$ cat config.mk
export PLATFORM = sky130hd
export DESIGN_NAME = dsc_sequencer
export DESIGN_NICKNAME = d
export VERILOG_FILES = /design/src/rtl/dsc_pkg.sv /design/src/rtl/dsc_rst_sync.sv /design/src/rtl/dsc_cmp_sync.sv /design/src/rtl/dsc_fsm.sv /design/src/rtl/dsc_capture.sv /design/src/rtl/dsc_sequencer.sv
export SDC_FILE = /design/constraint.sdc
export NUM_CORES = 1
export LEC_CHECK = 0
export BUFFER_PORTS_ARGS = -buffer_cell sky130_fd_sc_hd__buf_2
export CAP_MARGIN = 40
export CORE_MARGIN = 4
export CORE_UTILIZATION = 47
export DETAILED_ROUTE_END_ITERATION = 10
export HOLD_SLACK_MARGIN = 0.15
export PLACE_DENSITY = 0.68
export SYNTH_ARGS = -nofsm -noshare
export SYNTH_HDL_FRONTEND = slang
export SYNTH_HIERARCHICAL = 1
export SYNTH_SLANG_ARGS = --single-unit
$ cat constraint.sdc
create_clock -name clk_i -period 2 [get_ports clk_i]
set_clock_uncertainty 0.15 [all_clocks]
set_input_delay 0 -clock clk_i [delete_from_list [all_inputs] [get_ports clk_i]]
set_output_delay 0 -clock clk_i [all_outputs]
set_load 0.01 [all_outputs]
$ cat src/rtl/dsc_pkg.sv
package dsc_pkg;

  typedef enum logic [2:0] {
    ST_IDLE,
    ST_AZ,
    ST_INT,
    ST_DINT,
    ST_IZ
  } dsc_state_e;

  typedef enum logic [1:0] {
    PH_IZ   = 2'b00,
    PH_AZ   = 2'b01,
    PH_INT  = 2'b10,
    PH_DINT = 2'b11
  } dsc_phase_e;

  function automatic logic [1:0] phase_of(dsc_state_e s);
    case (s)
      ST_INT:  phase_of = PH_INT;
      ST_DINT: phase_of = PH_DINT;
      ST_IZ:   phase_of = PH_IZ;
      default: phase_of = PH_AZ;
    endcase
  endfunction

endpackage

$ cat src/rtl/dsc_rst_sync.sv
module dsc_rst_sync #(
  parameter int STAGES = 2
) (
  input  logic clk_i,
  input  logic rst_ni,
  output logic rst_no
);
  logic [STAGES-1:0] pipe_q;

  always_ff @(posedge clk_i or negedge rst_ni) begin
    if (!rst_ni) pipe_q <= '0;
    else         pipe_q <= {pipe_q[STAGES-2:0], 1'b1};
  end

  assign rst_no = pipe_q[STAGES-1];
endmodule

$ cat src/rtl/dsc_cmp_sync.sv
module dsc_cmp_sync #(
  parameter int STAGES = 2
) (
  input  logic clk_i,
  input  logic rst_ni,
  input  logic cmp_i,
  output logic lvl_o,
  output logic fall_o
);
  logic [STAGES-1:0] chain_q;
  logic              prev_q;

  for (genvar g = 0; g < STAGES; g++) begin : g_stage
    if (g == 0) begin : g_first
      always_ff @(posedge clk_i or negedge rst_ni) begin
        if (!rst_ni) chain_q[0] <= 1'b0;
        else         chain_q[0] <= cmp_i;
      end
    end else begin : g_next
      always_ff @(posedge clk_i or negedge rst_ni) begin
        if (!rst_ni) chain_q[g] <= 1'b0;
        else         chain_q[g] <= chain_q[g-1];
      end
    end
  end

  always_ff @(posedge clk_i or negedge rst_ni) begin
    if (!rst_ni) prev_q <= 1'b0;
    else         prev_q <= chain_q[STAGES-1];
  end

  assign lvl_o  = chain_q[STAGES-1];
  assign fall_o = prev_q & ~chain_q[STAGES-1];
endmodule

$ cat src/rtl/dsc_fsm.sv
module dsc_fsm
  import dsc_pkg::*;
#(
  parameter int CNT_W = 16,
  parameter int CH_W  = 2
) (
  input  logic             clk_i,
  input  logic             rst_ni,
  input  logic             start_i,
  input  logic [CH_W-1:0]  chan_i,
  input  logic [CNT_W-1:0] len_i,
  input  logic             cmp_lvl_i,
  input  logic             cmp_fall_i,
  output dsc_state_e       state_o,
  output logic [CNT_W:0]   cnt_o,
  output logic [CNT_W-1:0] len_o,
  output logic [CH_W-1:0]  chan_o,
  output logic             pol_take_o,
  output logic             done_o,
  output logic             ovr_o
);
  localparam logic [CNT_W-1:0] MIN_LEN = CNT_W'(2);

  dsc_state_e       state_q, state_d;
  logic [CNT_W:0]   cnt_q, cnt_d;
  logic [CNT_W-1:0] len_q;
  logic [CH_W-1:0]  chan_q;
  logic             load;
  logic [CNT_W:0]   last_run, last_dint;

  assign last_run  = {1'b0, len_q} - 1'b1;
  assign last_dint = {len_q, 1'b0} - 1'b1;

  always_comb begin
    state_d    = state_q;
    cnt_d      = cnt_q;
    load       = 1'b0;
    pol_take_o = 1'b0;
    done_o     = 1'b0;
    ovr_o      = 1'b0;
    case (state_q)
      ST_IDLE: begin
        if (start_i) begin
          state_d = ST_AZ;
          cnt_d   = '0;
          load    = 1'b1;
        end
      end
      ST_AZ: begin
        if (cnt_q == last_run) begin
          state_d = ST_INT;
          cnt_d   = '0;
        end else begin
          cnt_d = cnt_q + 1'b1;
        end
      end
      ST_INT: begin
        if (cnt_q == last_run) begin
          state_d    = ST_DINT;
          cnt_d      = '0;
          pol_take_o = 1'b1;
        end else begin
          cnt_d = cnt_q + 1'b1;
        end
      end
      ST_DINT: begin
        if (cmp_fall_i) begin
          state_d = ST_IZ;
          done_o  = 1'b1;
        end else if (cnt_q == last_dint) begin
          state_d = ST_IZ;
          done_o  = 1'b1;
          ovr_o   = 1'b1;
        end else begin
          cnt_d = cnt_q + 1'b1;
        end
      end
      ST_IZ: begin
        if (cmp_lvl_i) state_d = ST_IDLE;
      end
      default: state_d = ST_IDLE;
    endcase
  end

  always_ff @(posedge clk_i or negedge rst_ni) begin
    if (!rst_ni) begin
      state_q <= ST_IDLE;
      cnt_q   <= '0;
    end else begin
      state_q <= state_d;
      cnt_q   <= cnt_d;
    end
  end

  always_ff @(posedge clk_i or negedge rst_ni) begin
    if (!rst_ni) begin
      len_q  <= MIN_LEN;
      chan_q <= '0;
    end else if (load) begin
      len_q  <= (len_i < MIN_LEN) ? MIN_LEN : len_i;
      chan_q <= chan_i;
    end
  end

  assign state_o = state_q;
  assign cnt_o   = cnt_q;
  assign len_o   = len_q;
  assign chan_o  = chan_q;
endmodule

$ cat src/rtl/dsc_capture.sv
module dsc_capture #(
  parameter int CNT_W = 16,
  parameter int LAT   = 2
) (
  input  logic             clk_i,
  input  logic             rst_ni,
  input  logic             pol_take_i,
  input  logic             cmp_lvl_i,
  input  logic             done_i,
  input  logic             ovr_i,
  input  logic [CNT_W:0]   cnt_i,
  input  logic [CNT_W-1:0] len_i,
  output logic             valid_o,
  output logic             neg_o,
  output logic             ovr_o,
  output logic [CNT_W:0]   mag_o
);
  localparam logic [CNT_W:0] LAT_CNT = (CNT_W+1)'(LAT);

  logic           pol_neg_q;
  logic           valid_q, neg_q, ovr_q;
  logic [CNT_W:0] mag_q, mag_d;

  always_comb begin
    if (ovr_i)                mag_d = {len_i, 1'b0};
    else if (cnt_i >= LAT_CNT) mag_d = cnt_i - LAT_CNT;
    else                      mag_d = '0;
  end

  always_ff @(posedge clk_i or negedge rst_ni) begin
    if (!rst_ni) pol_neg_q <= 1'b0;
    else if (pol_take_i) pol_neg_q <= ~cmp_lvl_i;
  end

  always_ff @(posedge clk_i or negedge rst_ni) begin
    if (!rst_ni) begin
      neg_q <= 1'b0;
      ovr_q <= 1'b0;
      mag_q <= '0;
    end else if (done_i) begin
      neg_q <= pol_neg_q;
      ovr_q <= ovr_i;
      mag_q <= mag_d;
    end
  end

  always_ff @(posedge clk_i or negedge rst_ni) begin
    if (!rst_ni) valid_q <= 1'b0;
    else         valid_q <= done_i;
  end

  assign valid_o = valid_q;
  assign neg_o   = neg_q;
  assign ovr_o   = ovr_q;
  assign mag_o   = mag_q;
endmodule

$ cat src/rtl/dsc_sequencer.sv
module dsc_sequencer
  import dsc_pkg::*;
#(
  parameter int CNT_W = 16,
  parameter int CH_W  = 2,
  parameter int SYNC  = 2
) (
  input  logic             clk_i,
  input  logic             rst_ni,
  input  logic             start_i,
  input  logic [CH_W-1:0]  chan_i,
  input  logic [CNT_W-1:0] int_len_i,
  input  logic             cmp_i,
  output logic [1:0]       phase_o,
  output logic [CH_W-1:0]  chan_o,
  output logic             res_valid_o,
  output logic             res_neg_o,
  output logic             res_ovr_o,
  output logic [CNT_W:0]   res_mag_o
);
  logic             rst_n_s;
  logic             lvl_w, fall_w;
  dsc_state_e       state_w;
  logic [CNT_W:0]   cnt_w;
  logic [CNT_W-1:0] len_w;
  logic             pol_take_w, done_w, ovr_w;

  dsc_rst_sync #(.STAGES(2)) i_rst (
    .clk_i (clk_i),
    .rst_ni(rst_ni),
    .rst_no(rst_n_s)
  );

  dsc_cmp_sync #(.STAGES(SYNC)) i_sync (
    .clk_i (clk_i),
    .rst_ni(rst_n_s),
    .cmp_i (cmp_i),
    .lvl_o (lvl_w),
    .fall_o(fall_w)
  );

  dsc_fsm #(.CNT_W(CNT_W), .CH_W(CH_W)) i_fsm (
    .clk_i     (clk_i),
    .rst_ni    (rst_n_s),
    .start_i   (start_i),
    .chan_i    (chan_i),
    .len_i     (int_len_i),
    .cmp_lvl_i (lvl_w),
    .cmp_fall_i(fall_w),
    .state_o   (state_w),
    .cnt_o     (cnt_w),
    .len_o     (len_w),
    .chan_o    (chan_o),
    .pol_take_o(pol_take_w),
    .done_o    (done_w),
    .ovr_o     (ovr_w)
  );

  dsc_capture #(.CNT_W(CNT_W), .LAT(SYNC)) i_cap (
    .clk_i     (clk_i),
    .rst_ni    (rst_n_s),
    .pol_take_i(pol_take_w),
    .cmp_lvl_i (lvl_w),
    .done_i    (done_w),
    .ovr_i     (ovr_w),
    .cnt_i     (cnt_w),
    .len_i     (len_w),
    .valid_o   (res_valid_o),
    .neg_o     (res_neg_o),
    .ovr_o     (res_ovr_o),
    .mag_o     (res_mag_o)
  );

  assign phase_o = phase_of(state_w);
endmodule

# Word level (Yosys, flattened, before mapping)
# Cells that the tools add are included.
[totals]
register_bits = 64
wordCells = 64
out_inout_bits = 24
in_bits = 22
[op_classes]
n_lt_le_gt_ge = 2
eq_ne = 13
n_addsub = 4
n_reduce_logical = 5
bitwise_logic = 2
mux = 25
[ops]
columns = ["cell", "count"]
rows = [
  ["17-bit 2-to-1 mux", 6],
  ["17-bit case mux with 3 select lines", 1],
  ["17-bit equality test", 2],
  ["3-bit 2-to-1 mux", 6],
  ["17-bit by 1-bit adder with 17-bit output (second input constant)", 1],
  ["17-bit by 2-bit greater-or-equal comparator with 1-bit output (second input constant)", 1],
  ["16-bit by 1-bit subtractor with 17-bit output (second input constant)", 1],
  ["17-bit by 1-bit subtractor with 17-bit output (second input constant)", 1],
  ["17-bit by 2-bit subtractor with 17-bit output (second input constant)", 1],
  ["16-bit by 2-bit less-than comparator with 1-bit output (second input constant)", 1],
  ["16-bit 2-to-1 mux", 1],
  ["3-bit case mux with 5 select lines", 1],
  ["1-bit 2-to-1 mux", 9],
  ["2-bit != test (second input constant)", 4],
  ["3-bit by 2-bit equality test with 1-bit output (second input constant)", 2],
  ["2-bit case mux with 3 select lines", 1],
  ["5-bit AND reduction", 1],
  ["2-bit by 1-bit != test with 1-bit output (second input constant)", 2],
  ["4-bit AND reduction", 1],
  ["3-bit by 1-bit equality test with 1-bit output (second input constant)", 1],
  ["3-bit equality test (second input constant)", 1],
  ["3-bit zero test", 1],
  ["3-bit by 2-bit != test with 1-bit output (second input constant)", 1],
  ["3-bit nonzero test", 1],
  ["3 further kinds", 3],
]

# Depth between registers and ports, before layout
[depth]
word_depth = 6
depth_mapped = 16
ltp_nobuf = 14

# By module
# Netlist, hierarchy kept.
[modules_own_cells]
columns = ["module", "cells_per_inst", "n_inst", "seq_area_each_um2", "area_each_um2"]
rows = [
  ["dsc_fsm", 358, 1, 952.2, 3205.6],
  ["dsc_capture", 132, 1, 525.5, 1291.2],
  ["dsc_cmp_sync", 4, 1, 75.1, 88.8],
  ["dsc_rst_sync", 3, 1, 50.0, 53.8],
  ["dsc_sequencer", 3, 1, 0.0, 27.5],
]

# Worst setup path after synthesis
# No wires, ideal clock.
[synth_path]
path_type = "flip-flop to flip-flop"
from = "register i_fsm.len_q[0], in the netlist i_fsm/len_o[0]"
to = "register i_cap.mag_q[4], in the netlist i_cap/mag_o[4]"
path_stages_with_launch = 14
period_less_slack_ns = 3.929
arrival_ns = 3.661
setup_slack_ns = -1.929
t_required_ns = 1.731
setup_ns = 0.119
n_path_buf = 2
cell_sequence = "dfrtp_1 -> inv_1 -> ha_1 -> or3b_1 -> buf_2 -> or4_1 -> a32oi_1 -> nand2_1 -> or4_1 -> or3_1 -> nor4_1 -> clkbuf_1 -> o311ai_0 -> o21a_1"
[synth_via]
elab_chain_len = 6
word_cells_on_any_way = 8
cone_classes = "1 x add/sub; 1 x eq/ne; 6 x mux"
[synth_rtl]
columns = ["element", "line_no", "source"]
rows = [
  ["start, declared", "dsc_fsm.sv:26", "logic [CNT_W-1:0] len_q;"],
  ["start signal, assigned", "dsc_fsm.sv:100", "len_q <= (len_i < MIN_LEN) ? MIN_LEN : len_i;"],
  ["17-bit by 1-bit subtractor with 17-bit output", "dsc_fsm.sv:32", "assign last_dint = {len_q, 1'b0} - 1'b1;"],
  ["17-bit equality test", "dsc_fsm.sv:70", "end else if (cnt_q == last_dint) begin"],
  ["1-bit 2-to-1 mux", "dsc_fsm.sv:70", ""],
  ["1-bit 2-to-1 mux", "dsc_fsm.sv:67", "if (cmp_fall_i) begin"],
  ["1-bit 2-to-1 mux", "dsc_fsm.sv:41", "case (state_q)"],
  ["via ovr_w", "dsc_sequencer.sv:26", "logic pol_take_w, done_w, ovr_w;"],
  ["17-bit 2-to-1 mux", "dsc_capture.sv:25", "if (ovr_i) mag_d = {len_i, 1'b0};"],
  ["end signal, assigned", "dsc_capture.sv:43", "mag_q <= mag_d;"],
  ["end, declared", "dsc_capture.sv:22", "logic [CNT_W:0] mag_q, mag_d;"],
]
# The timed path passes the listed nets, and every way through them passes these cells.
# A chain may end at the register's enable or synchronous reset.

# Worst setup path after layout
[layout_path]
from = "register i_fsm.len_q[1], in the netlist i_fsm/len_o[1]"
to = "register i_cap.mag_q[6], in the netlist i_cap/mag_o[6]"
# Same word-level chain as after synthesis.

==> impl_metrics.py <==
metrics = {
    "timing": {
        "post-route-period-util_pct": 183,
        "setup_viol": 41,
        "max_freq_mhz": 273,
        "layout_min_cycle_time_ns": 3.66,
        "setup_slack_ns": -1.66,
        "finalMaxSlewViolations": 0,
        "hold_viol": 0,
        "worst_pin_slew_ns": 0.532,
        "slew_headroom_pct": 64.1,
        "rsz0062_at_grt": "true",
    },
    "power_and_ir_drop": {
        "switching_share_pct": 41.6,
        "pwr-share-clk_pct": 14.7,
        "intPower_uw": 5520,
        "ir_worst_vdd_v": 0.000929,
        "power.switching_uw": 3940,
        "p_seq_share_pct": 21.6,
        "power_density_mw_per_mm2": 1320,
        "leakage_uw": 0.00306,
        "pwr-share-comb_pct": 63.7,
        "power_uw": 9460,
    },
    "placed_design": {
        "port_buffers": 45,
        "gp_congestion": 0.996,
        "dp.final_hpwl_um": 11600,
    },
    "clocking": {
        "clk_latency_ns": 0.37,
        "ctsRootBufferMaster": "clkbuf_8",
        "cts.sinks": 64,
        "cts_tree": "built",
        "cts_max_path_buffers": 2,
        "cts_made_buffers": 9,
        "clkTransAtPathRegs_ns": 0.08,
        "cts_max_level": 3,
    },
    "cells_and_area": {
        "mostFrequentLayoutCell": "buf_4",
        "syn_to_final_growth_pct": 53.8,
        "layout_common_cells": "buf_4, dfrtp_1, buf_2, xnor2_1, nand2_1",
        "post-route-util_pct": 73.8,
        "fin_nets": 730,
        "layout-drive-gt1-share_pct": 45.8,
    },
    "critical_path": {
        "r2r-start": "i_fsm/len_o[1]$_DFFE_PN1P_",
        "path_class": "reg -> reg",
        "end_kind": "register",
        "cp_max_fo": 8,
        "cp_data_arrival_time_ns": 3.78,
        "crit_path_start": "i_fsm/len_o[1]$_DFFE_PN1P_",
        "worst_setup_path_start_kind": "register",
        "critical_path_required_ns": 2.11,
    },
    "synth": {
        "yosysSeqAreaShare_pct": 34.3,
        "async_reset_ff_share_pct": 100,
        "synth.distinct_cells": 75,
        "ys_ff_latch": 64,
        "yosysWarningCount": 6,
        "avgSynthCellArea_um2": 9.33,
        "synthCells": 500,
        "synth_flop_cell": "dfrtp_1",
        "syn_nets": 525,
        "syn-cell-area_mm2": 0.00467,
        "synth_edf_count": 0,
    },
    "global_routing": {
        "grt_max_degree": 63,
        "antenna_found_initial": 1,
        "grt_pass1_wl_um": 27400,
        "grt-ovfl-total": 0,
        "grt_use_total_pct": 30.9,
        "grt_pass1_vias": 5113,
    },
    "route": {
        "drc_errors": 0,
        "final_antenna_net_count": 0,
        "wl_per_cell_um": 21.2,
        "routed_wl_um": 17900,
        "first_pass_iters": 5,
        "drt_iter0_drc": 533,
        "vias": 5189,
        "viasPerCell": 6.15,
    },
    "flow_run": {
        "maxCapViolCount": 0,
    },
    "floorplanning": {
        "core-area_mm2": 0.00973,
        "io_pins": 46,
        "dieArea_mm2": 0.0116,
        "die_w_um": 108,
        "initial_core_util_pct": 48.0,
        "die_h_um": 108,
        "row_count": 36,
    },
    "outcome": {
        "violations": "setup timing",
        "outcome": "finished with violations",
    },
    "hold_path": {
        "hold_class": "reg -> async",
    },
}
critical path, stage by stage, from the launching register on:
cell and delay (ns):
dfstp_2 0.55, inv_2 0.05, ha_4 0.15, buf_6 0.11, nor3b_2 0.16, xnor2_1 0.24
nand3_2 0.11, nor4bb_2 0.32, nand2_1 0.13, or4_4 0.44, or3_4 0.36, nor4_4 0.15
buf_6 0.19, buf_12 0.12, buf_16 0.11, o311ai_1 0.11, o21a_1 0.12
kinds of logic (layout without fill, tap and decap cells):
kind of cell             Yosys count  count (layout)  share of synthesized area, %
AO/OA/AOI/OAI                    109             109                          16.5
XOR/XNOR                          61              61                          13.2
adder cells (fa/ha/maj)            3               3                         0.804
buffers and inverters             52             262                          5.17
flip-flops                        64              64                          34.3
multiplexers                      20              20                          4.77
other                              1               2                        0.0804
AND/OR/NAND/NOR                  190             190                          25.1
state kept, by name, indices dropped and copies added, names as in the netlist, 2 cells and up:
name           count
i_fsm/chan_o       2
i_fsm/len_o       16
i_fsm/cnt_o       17
i_fsm/state_o      3
i_cap/mag_o       17
i_rst/pipe_q       2
metal layers:
metal	vias up	wire (um)	GRT usage [%]	part of all wire, %
li1	2283	-	-	-
met5	-	0	0	0
met4	0	735	11.3	4.1
met3	68	1740	6.78	9.7
met2	337	8550	51.0	48
met1	2501	6870	39.8	38
area by class of cell:
cell class	instances	area, um2
Clock inverter	2	60.1
Clock buffer	14	183
Inverter	14	52.6
Fill cell	667	2550
Multi-Input combinational cell	384	3180
Tap cell	133	166
Antenna cell	1	2.50
Sequential cell	64	1600
Timing Repair Buffer	232	1930
path summary, 6_finish.rpt:
kind	slack (ns)	depth (start not counted)	endpoint
setup / recovery	-1.66	16	i_cap/mag_o[6]$_DFFE_PN0P_
hold / removal	0.11	1	i_fsm/cnt_o[2]$_DFFE_PN0P_
setup reg to reg	-1.66	16	i_cap/mag_o[6]$_DFFE_PN0P_
hold reg to reg	0.11	1	i_fsm/cnt_o[2]$_DFFE_PN0P_
max in group asynchronous	1.22	3	i_rst/pipe_q[1]$_DFF_PN0_
min in group clk_i	0.20	0	i_sync/lvl_o$_DFF_PN0_
metrics by stage:
stage               instance area (um2)  hold WS, ns  instances  setup slack, ns  setup TNS (ns)
finish                             7180        0.113        844            -1.66          -62.75
floorplan                          4790       -0.446        500            -1.54          -54.11
detailed placement                 6060       -0.358        777            -1.62          -59.46
CTS                                6970        0.152        836            -1.57          -58.51
global placement                   6060       -0.364        777            -1.56          -57.67
global route                       7180        0.162        844            -1.74          -65.90
cell usage after synthesis, types with 6 or more instances:
cell type | n | area share (%)
buf_2 | 10 | 1.1
nand3_1 | 24 | 2.6
o311ai_1 | 6 | 1.1
o21ai_0 | 17 | 1.8
a31oi_1 | 6 | 0.80
dfrtp_1 | 63 | 34
o21a_1 | 13 | 2.1
xor2_1 | 20 | 3.8
nor3_1 | 13 | 1.4
clkbuf_1 | 19 | 1.5
xnor2_1 | 35 | 6.6
nor4_1 | 17 | 2.3
nor2b_1 | 6 | 0.80
nand2_1 | 32 | 2.6
or3_1 | 10 | 1.3
nand4_1 | 11 | 1.5
mux2_2 | 18 | 4.3
o31ai_1 | 10 | 1.6
a21oi_1 | 20 | 2.1
inv_1 | 14 | 1.1
nor2_1 | 23 | 1.8
or4_1 | 11 | 1.8
power by group through the flow:
stage	clock, uW	combinational (uW)	sequential (uW)
2_1_floorplan	0	2740	2180
3_3_place_gp	0	5110	2030
3_5_place_dp	0	5170	2060
4_1_cts	1400	5570	2030
5_1_grt	1460	6380	2100
6_report	1390	6020	2050
timing repair:
item | in CTS | in global routing
hold endpoints to repair | 22 | 0
setup endpoints to repair | 41 | 41
pin swaps | 17 | 13
setup buffers | 19 | 9
hold buffers | 23 | 0
gates cloned | 3 | 0
resized for setup | 48 | 35
No activity file was read; power rests on OpenSTA's default activity.
